File: src/rtl/por_pkg.sv
package por_pkg;

    // Phase of the hold-off engine: holding the request, or released.
    typedef enum logic [0:0] {
        PH_HOLD = 1'b0,
        PH_RUN  = 1'b1
    } por_phase_e;

    // Synchronized copy of the two reset sources.
    typedef struct packed {
        logic supply_low;
        logic manual;
    } por_req_t;

    function automatic logic req_active(input por_req_t r);
        return r.supply_low | r.manual;
    endfunction

    function automatic int unsigned max4(input int unsigned a, input int unsigned b,
                                         input int unsigned c, input int unsigned d);
        int unsigned m;
        m = a;
        if (b > m) m = b;
        if (c > m) m = c;
        if (d > m) m = d;
        return m;
    endfunction

endpackage

File: src/rtl/por_sync.sv
module por_sync #(
    parameter int   STAGES  = 2,
    parameter logic RST_VAL = 1'b0
) (
    input  logic clk,
    input  logic rst,
    input  logic d,
    output logic q
);
    logic [STAGES-1:0] chain;

    always_ff @(posedge clk) begin
        if (rst) chain <= {STAGES{RST_VAL}};
        else     chain <= {chain[STAGES-2:0], d};
    end

    assign q = chain[STAGES-1];
endmodule

File: src/rtl/por_delay_sel.sv
module por_delay_sel #(
    parameter int unsigned CNT_W = 8,
    parameter int unsigned DLY_0 = 4,
    parameter int unsigned DLY_1 = 9,
    parameter int unsigned DLY_2 = 17,
    parameter int unsigned DLY_3 = 40
) (
    input  logic [1:0]       sel,
    output logic [CNT_W-1:0] limit
);
    localparam logic [CNT_W-1:0] LIM_0 = CNT_W'(DLY_0);
    localparam logic [CNT_W-1:0] LIM_1 = CNT_W'(DLY_1);
    localparam logic [CNT_W-1:0] LIM_2 = CNT_W'(DLY_2);
    localparam logic [CNT_W-1:0] LIM_3 = CNT_W'(DLY_3);

    always_comb begin
        unique case (sel)
            2'd0:    limit = LIM_0;
            2'd1:    limit = LIM_1;
            2'd2:    limit = LIM_2;
            default: limit = LIM_3;
        endcase
    end
endmodule

File: src/rtl/por_holdoff.sv
module por_holdoff
    import por_pkg::*;
#(
    parameter int unsigned CNT_W = 8
) (
    input  logic             clk,
    input  logic             rst,
    input  logic             hold,
    input  logic [CNT_W-1:0] limit,
    output logic             reset_req
);
    por_phase_e       phase;
    logic [CNT_W-1:0] cnt;
    logic [CNT_W:0]   cnt_next;

    assign cnt_next = {1'b0, cnt} + {{CNT_W{1'b0}}, 1'b1};

    always_ff @(posedge clk) begin
        if (rst) begin
            phase <= PH_HOLD;
            cnt   <= '0;
        end else if (hold) begin
            phase <= PH_HOLD;
            cnt   <= '0;
        end else if (phase == PH_HOLD) begin
            if (cnt_next >= {1'b0, limit}) begin
                phase <= PH_RUN;
            end else begin
                cnt <= cnt_next[CNT_W-1:0];
            end
        end
    end

    assign reset_req = (phase == PH_HOLD);
endmodule

File: src/rtl/por_reset_gen.sv
module por_reset_gen
    import por_pkg::*;
#(
    parameter int unsigned SYNC_STAGES = 2,
    parameter int unsigned DLY_0       = 4,
    parameter int unsigned DLY_1       = 9,
    parameter int unsigned DLY_2       = 17,
    parameter int unsigned DLY_3       = 40
) (
    input  logic       clk,
    input  logic       rst,
    input  logic       supply_low_i,
    input  logic       manual_rst_i,
    input  logic [1:0] dly_sel_i,
    output logic       reset_req_o
);
    localparam int unsigned DLY_MAX = max4(DLY_0, DLY_1, DLY_2, DLY_3);
    localparam int unsigned CNT_W   = $clog2(DLY_MAX + 1);

    por_req_t         req_s;
    logic             hold_s;
    logic [CNT_W-1:0] limit;

    // Supply flag resets to "low supply" so the output starts asserted.
    por_sync #(.STAGES(SYNC_STAGES), .RST_VAL(1'b1)) u_sync_sup (
        .clk(clk), .rst(rst), .d(supply_low_i), .q(req_s.supply_low)
    );

    por_sync #(.STAGES(SYNC_STAGES), .RST_VAL(1'b0)) u_sync_mr (
        .clk(clk), .rst(rst), .d(manual_rst_i), .q(req_s.manual)
    );

    assign hold_s = req_active(req_s);

    por_delay_sel #(
        .CNT_W(CNT_W), .DLY_0(DLY_0), .DLY_1(DLY_1), .DLY_2(DLY_2), .DLY_3(DLY_3)
    ) u_sel (
        .sel(dly_sel_i), .limit(limit)
    );

    por_holdoff #(.CNT_W(CNT_W)) u_hold (
        .clk(clk), .rst(rst), .hold(hold_s), .limit(limit), .reset_req(reset_req_o)
    );
endmodule

File: config.mk
export PLATFORM = sky130hd
export DESIGN_NAME = por_reset_gen
export DESIGN_NICKNAME = d
export VERILOG_FILES = /design/src/rtl/por_pkg.sv /design/src/rtl/por_sync.sv /design/src/rtl/por_delay_sel.sv /design/src/rtl/por_holdoff.sv /design/src/rtl/por_reset_gen.sv
export SDC_FILE = /design/constraint.sdc
export NUM_CORES = 1
export LEC_CHECK = 0
export ABC_CLOCK_PERIOD_IN_PS = 2200
export BUFFER_PORTS_ARGS = -buffer_cell sky130_fd_sc_hd__buf_2
export CAP_MARGIN = 20
export CELL_PAD_IN_SITES_DETAIL_PLACEMENT = 2
export CELL_PAD_IN_SITES_GLOBAL_PLACEMENT = 2
export CORE_ASPECT_RATIO = 0.7
export CORE_MARGIN = 3
export CORE_UTILIZATION = 31
export DETAILED_ROUTE_END_ITERATION = 8
export GPL_TIMING_DRIVEN = 0
export PLACE_DENSITY_LB_ADDON = 0.1
export SYNTH_ARGS = -nofsm -noshare
export SYNTH_HDL_FRONTEND = slang
export SYNTH_SLANG_ARGS = --single-unit
File: constraint.sdc
create_clock -name clk -period 2.2 [get_ports clk]
set_input_delay 0.44 -clock clk [delete_from_list [all_inputs] [get_ports clk]]
set_output_delay 0.44 -clock clk [all_outputs]
set_load 0.01 [all_outputs]
==> metrics.csv, run 1 <==
stage,metric,value,unit
sta,slew_viol_final,0,
setup_path,rr_worst_depth,7,
die,die_h,45.49,um
placement,io_buffers,6,
global_route,antenna_found_initial,0,
placement,post-place-ws,-0.4377,ns
setup_path,worstPathCellList,"nand3_4, or2_4, xnor2_1, ha_2, a311o_2, or4_1, a21oi_1",
min_path,min_from,supply_low_i,
cts,clockRootBuffer,clkbuf_4,
synth,ys_warn_count,0,
route,postRouteAntennaNets,0,
cts,path_clk_slew,0.08,ns
synth,syn_area,690.7,sq um
synth,async_reset_ff_share,0,%
die,die_area,2839,sq um
sta,fmax,0.4585,GHz
setup_path,cp_max_fo,5,
final_layout,nNetsFinal,110,
cts,hold_buffers,0,
pwr,p_per_area,410.1,nW/um^2
final_layout,diodes,0,
die,die_width,62.42,um
die,coreArea,1984,sq um
cts,clock_latency,0.27,ns
synth,ys_seq_elements,11,
route,drtIter0Drc,26,
route,dr.pass1.iters,4,
setup_path,cp.required,2.40,ns
synth,ys_seq_area_share,31.88,%
pwr,leakagePower,0.3777,nW
final_layout,fillers,214,
cts,cts.sink_count,11,
min_path,hold_depth,2,
synth,synth_nets,92,
setup_path,critical_path_class,flip-flop to flip-flop,
pwr,irDropWorstVdd,291.9,uV
synth,synth.distinct_cells,27,
die,num_rows,13,
final_layout,drive_gt1_share,40.86,%
run_status,status,finished clean,
sta,fin_skew,0.001872,ns
sta,hold_viol,0,
global_route,grt_pass1_wl,3008,um
setup_path,crit_path_max_incr_delay,0.55,ns
global_route,grt_pass1_vias,654,
die,start_util,34.80,%
synth,ys.flop_type,dfxtp_1,
global_route,grt_overflow,0,
route,wirelength,1858,um
cts,clk_path_buf_depth,2,
sta,min_period,2.181,ns
global_route,grt_use_total,13.93,%
min_path,hold_class,input pin to flip-flop,
synth,syn_area_per_cell,9.088,sq um
setup_path,slowest_stage,or4_1,
setup_path,cp-end-kind,flip-flop,
sta,fin_ws,0.01892,ns
setup_path,rr_startpoint,u_hold.cnt[2],
final_layout,syn2layout_area_growth,37.50,%
cts,cts-buffers-inserted,3,
setup_path,crit_buf_inv,0,
setup_path,start_kind,flip-flop,
cts,h-tree-depth,1,
sta,worst_pin_slew,0.8269,ns
final_layout,final_common_cell,ha_1,
min_path,min_to,u_sync_sup.chain[0],
route,wl_per_cell,15.11,um
final_layout,layout_common_cells,"8 x ha_1, 7 x buf_4, 6 x inv_1, 6 x buf_2, 6 x dfxtp_1",
sta,slew_headroom,44.45,%
final_layout,fin_util,47.86,%
placement,place.gp.congestion,0.7080,
sta,rsz0062_at_grt,yes,
synth,synth-edff-count,0,
route,drc,0,
global_route,grt_max_degree,9,
final_layout,multi_input_area,540.5,sq um
cts,cts_tree,yes,
final_layout,seq_area,239.0,sq um
setup_path,cp_top_family,simple AND/OR/NAND/NOR gates,
sta,setup_viol,0,
setup_path,r2r_slack,0.02,ns
synth,synth_cells,76,
die,io_pins,7,
setup_path,r2r-end,u_hold.cnt[0],
flow_run,cap_violations,0,
placement,dp_hpwl,1256,um
setup_path,arrival,2.38,ns
sta,timing.final.crit_share,99.14,%
route,dr_total_vias,611,
route,vias_per_cell,4.967,
-- layout make-up --
| type | instances | share of cell area (%) |
|---|---|---|
| clock buffers | 3 | 2.372 |
| clock inverters | 1 | 0.5270 |
| inverters | 6 | 2.372 |
| multi-input cells | 59 | 56.92 |
| flip-flops and latches | 11 | 25.16 |
| well taps | 30 | 3.953 |
| repair buffers | 13 | 8.696 |
-- Yosys cell counts (2+ instances only) --
cell type   n  area (sq um)
nand4_1     2         12.51
o31ai_1     2         15.01
dfxtp_1    11         220.2
or2_2       3         18.77
inv_1       6         22.52
mux2i_1     4         40.04
or3_1       2         12.51
nor2_1      2         7.510
a21oi_1     2         10.01
nand2_1     5         18.77
nor3_1      2         10.01
nand2b_1    4         25.02
ha_1       10         125.1
nand3_1     3         15.01
xnor2_1     3         26.28
nor4_1      3         18.77
nor2b_1     2         12.51
-- cell families (layout without fill, tap and decap cells) --
logic type	count (synthesis)	count (layout)	share of synthesized area (%)
and+or+nand+nor	32	32	26.81
DFF	11	11	31.88
adders and majority gates	10	10	18.12
AOI/OAI and AO/OA	9	9	9.058
buffers and inverters	6	23	3.261
xor gates and xnor gates	4	4	5.073
muxes	4	4	5.797
-- metal layers --
layer	GRT usage, %	wire [um]	up-vias
met5	0	0	-
met4	3.947	0	0
met3	3.704	51	0
met2	22.46	816	7
met1	18.61	990	298
li1	-	-	306
-- power breakdown --
group           total, W  internal [W]  switching, W
logic          0.0000496     0.0000221     0.0000275
registers       0.000199      0.000197    0.00000200
clock network   0.000141     0.0000673     0.0000733
total           0.000389      0.000287      0.000103
-- how the worst max path moves through the flow --
| stage | startpoint | cells after the start | slack (ns) | to |
|---|---|---|---|---|
| floorplan | u_hold.cnt[2] | 7 | 0.0008 | u_hold.cnt[0] |
| global placement | u_hold.cnt[2] | 8 | -0.41 | u_hold.cnt[4] |
| detailed placement | u_hold.cnt[2] | 8 | -0.44 | u_hold.cnt[4] |
| CTS | u_hold.cnt[1] | 8 | 0.01 | u_hold.cnt[0] |
| global route | u_hold.cnt[2] | 8 | -0.13 | u_hold.cnt[4] |
| finish | u_hold.cnt[2] | 7 | 0.02 | u_hold.cnt[0] |
-- sequential cells by signal, indices dropped and copies added, names as in the netlist --
signal,cells
u_hold.cnt,6
u_sync_mr.chain,2
u_sync_sup.chain,2
u_hold.phase,1
-- metrics by stage --
step | total power [W] | hold WS (ns) | std cells | cell area, sq um | TNS (ns)
5_1_grt | 0.0004202 | 0.3396 | 123 | 949.7 | -0.2819
6_report | 0.0003894 | 0.3464 | 123 | 949.7 | 0
3_3_place_gp | 0.0002439 | 0.3955 | 112 | 758.2 | -2.036
2_1_floorplan | 0.0002314 | 0.3895 | 76 | 690.7 | 0
3_5_place_dp | 0.0002464 | 0.4028 | 112 | 758.2 | -2.336
4_1_cts | 0.0003955 | 0.3387 | 118 | 858.3 | 0
-- repair_timing --
| action | 4_1_cts | 5_1_grt |
|---|---|---|
| setup buffers | 2 | 5 |
| setup endpoints to repair | 7 | 6 |
| hold endpoints to repair | 0 | 0 |
| gates resized for setup | 15 | 13 |
| pin swaps | 3 | 5 |
No activity file was read; power rests on OpenSTA's default activity.
==> run 2, diff against run 1 <==
Settings changed: GPL_TIMING_DRIVEN 0 to not set, RECOVER_POWER set to 50.
==> run 2 against run 1 <==
- the flow now finishes with violations (setup timing)
- routed wire length increased by 83%
- largest cell class unchanged
- die area unchanged
- clock power increased by 9%
- sequential share of layout area decreased by 5.5 points
- clock-buffer cell count unchanged
- sequential power increased by 3%
- first-iteration DRC count increased by 3.8%
- non-clock buffer count increased by 20
- final area increased by 23%
- core utilization increased by 11 points
- highest routed layer is now met4
- fmax decreased by 2.7%
==> metrics.csv, run 2 (same netlist as run 1, synthesis figures left out) <==
stage,metric,value,unit,change
cts,clock_latency,0.29,ns,+0.02 ns
placement,io_buffers,6,,unchanged
setup_path,arrival,2.45,ns,+0.07 ns
sta,fin_ws,-0.04048,ns,-0.05939 ns
placement,place_area,893.4,sq um,+18%
pwr,p_sw_share,30.12,%,+3.7 points
cts,cts_tree,yes,,
setup_path,start_kind,flip-flop,,
pwr,pwr-share-seq,46.8,%,-4.4 points
pwr,irDropWorstVdd,404.5,uV,+39%
die,num_rows,13,,unchanged
route,postRouteAntennaNets,0,,unchanged
sta,fmax,0.4463,GHz,-2.7%
pwr,clkPwrFrac,35.4,%,-0.7 points
setup_path,slowest_stage,dfxtp_4,,
global_route,grt_pass1_wl,4036,um,+34%
sta,slew_headroom,77.30,%,+33 points
setup_path,crit_path_max_incr_delay,0.40,ns,-0.15 ns
pwr,p_per_area,373.5,nW/um^2,-8.9%
sta,worst_pin_slew,0.3391,ns,-0.4877 ns
pwr,switchingPower,0.0001310,W,+28%
global_route,grt_use_total,19.21,%,+5.3 points
pwr,p_int,0.0003041,W,+6.1%
route,wl_per_cell,23.74,um,+57%
final_layout,syn2layout_area_growth,68.66,%,
cts,h-tree-depth,1,,unchanged
setup_path,critical_path_class,flip-flop to flip-flop,,
die,coreArea,1984,sq um,unchanged
final_layout,drive_gt1_share,54.87,%,+14 points
route,drc,0,,unchanged
global_route,grt_overflow,0,,unchanged
flow_run,cap_violations,0,,unchanged
cts,cts.sink_count,11,,unchanged
route,drtIter0Drc,27,,+3.8%
pwr,pwr-share-comb,17.8,%,+5.1 points
final_layout,stdcell_area,1165,sq um,+23%
route,vias_per_cell,5.378,,+8.3%
pwr,leakagePower,0.4748,nW,+26%
run_status,violations,setup timing,,
route,wirelength,3395,um,+83%
cts,clk_path_buf_depth,2,,unchanged
setup_path,cp_max_fo,5,,unchanged
final_layout,final_common_cell,buf_4,,
setup_path,crit_buf_inv,1,,+1
sta,timing.final.crit_share,101.8,%,+2.7 points
cts,hold_buffers,0,,unchanged
sta,hold_viol,0,,unchanged
final_layout,reg.largest.list,"u_hold.cnt: 6 flops, u_sync_mr.chain: 2 flops, u_sync_sup.chain: 2 flops",,
die,die_width,62.42,um,unchanged
setup_path,cp_top_family,simple AND/OR/NAND/NOR gates,,
sta,fin_setup_tns,-0.09223,ns,-0.09223 ns
sta,fin_skew,0.01462,ns,+0.01275 ns
global_route,grt_max_degree,9,,unchanged
cts,cts-buffers-inserted,3,,unchanged
final_layout,diodes,0,,unchanged
die,die_h,45.49,um,unchanged
die,start_util,34.80,%,unchanged
setup_path,cp.required,2.41,ns,about the same
route,dr_total_vias,769,,+26%
global_route,grt_pass1_vias,755,,+15%
sta,hold_ws,0.3411,ns,-0.005303 ns
final_layout,largest_register_ffs,6,,unchanged
setup_path,worstPathCellList,"ha_4, nand3_4, xnor2_2, ha_1, and2_1, o21a_4, nor4_1, buf_4, mux2i_1",,
die,io_pins,7,,unchanged
setup_path,cp-end-kind,flip-flop,,
sta,setup_viol,3,,+3
run_status,status,"finished, violations left",,
sta,min_period,2.240,ns,+0.05939 ns
placement,place.gp.congestion,0.7726,,+9.1%
min_path,hold_class,input pin to flip-flop,,
route,dr.pass1.iters,4,,unchanged
final_layout,layout_common_cells,"26 x buf_4, 8 x dfxtp_1, 7 x ha_1",,
die,die_area,2839,sq um,unchanged
cts,path_clk_slew,0.09,ns,about the same
global_route,antenna_found_initial,0,,unchanged
cts,clockRootBuffer,clkbuf_4,,
final_layout,top_register,u_hold.cnt,,
sta,slew_viol_final,0,,unchanged
placement,dp_hpwl,1770,um,+41%
final_layout,nNetsFinal,130,,+18%
run 2: final timing paths:
path                                          start                  end  slack (ns)  depth (start not counted)
worst max-delay path                  u_hold.cnt[1]        u_hold.cnt[4]       -0.04                          9
worst min-delay path                   supply_low_i  u_sync_sup.chain[0]        0.34                          2
worst max register to register        u_hold.cnt[1]        u_hold.cnt[4]       -0.04                          9
worst min register to register  u_sync_sup.chain[0]  u_sync_sup.chain[1]        0.45                          1
run 2: power by group through the flow:
stage	clock, W	combinational (W)	sequential [W]
CTS	0.000146	0.0000518	0.000204
finish	0.000154	0.0000774	0.000204
global route	0.000169	0.0000819	0.000204
floorplan	0	0.0000224	0.000209
global placement	0	0.0000445	0.000209
detailed placement	0	0.0000478	0.000210
run 2: routing by layer:
metal	vias to the layer above	wire length, um	global-route usage, %
met5	-	0	0
met4	0	118	2.632
met3	15	193	5.926
met2	28	1528	31.57
met1	376	1554	25.70
li1	350	-	-
run 2: metrics by stage:
stage / utilization (%) / instances / power, W / setup WS, ns
after floorplan: - / 76 / 0.0002314 / 0.0008342
after global placement: 45.02 / 130 / 0.0002536 / -0.3256
after detailed placement: 45.02 / 130 / 0.0002576 / -0.3609
after CTS: 49.12 / 134 / 0.0004023 / 0.004005
after global routing: 58.70 / 143 / 0.0004553 / -0.2431
final: 58.70 / 143 / 0.0004351 / -0.04048
run 2: final cells by class:
| class | instances | area (sq um) |
|---|---|---|
| flip-flops and latches | 11 | 229.0 |
| multi-input cells | 59 | 613.1 |
| fillers | 198 | 819.5 |
| inverters | 6 | 22.52 |
| well taps | 30 | 37.54 |
| clock buffers | 3 | 22.52 |
| repair buffers | 33 | 235.2 |
| clock inverters | 1 | 5.005 |
run 2: what timing repair did:
action,CTS,global route
setup buffers,0,10
gates resized for setup,13,23
pin swaps,1,12
endpoints found under the setup margin,6,6
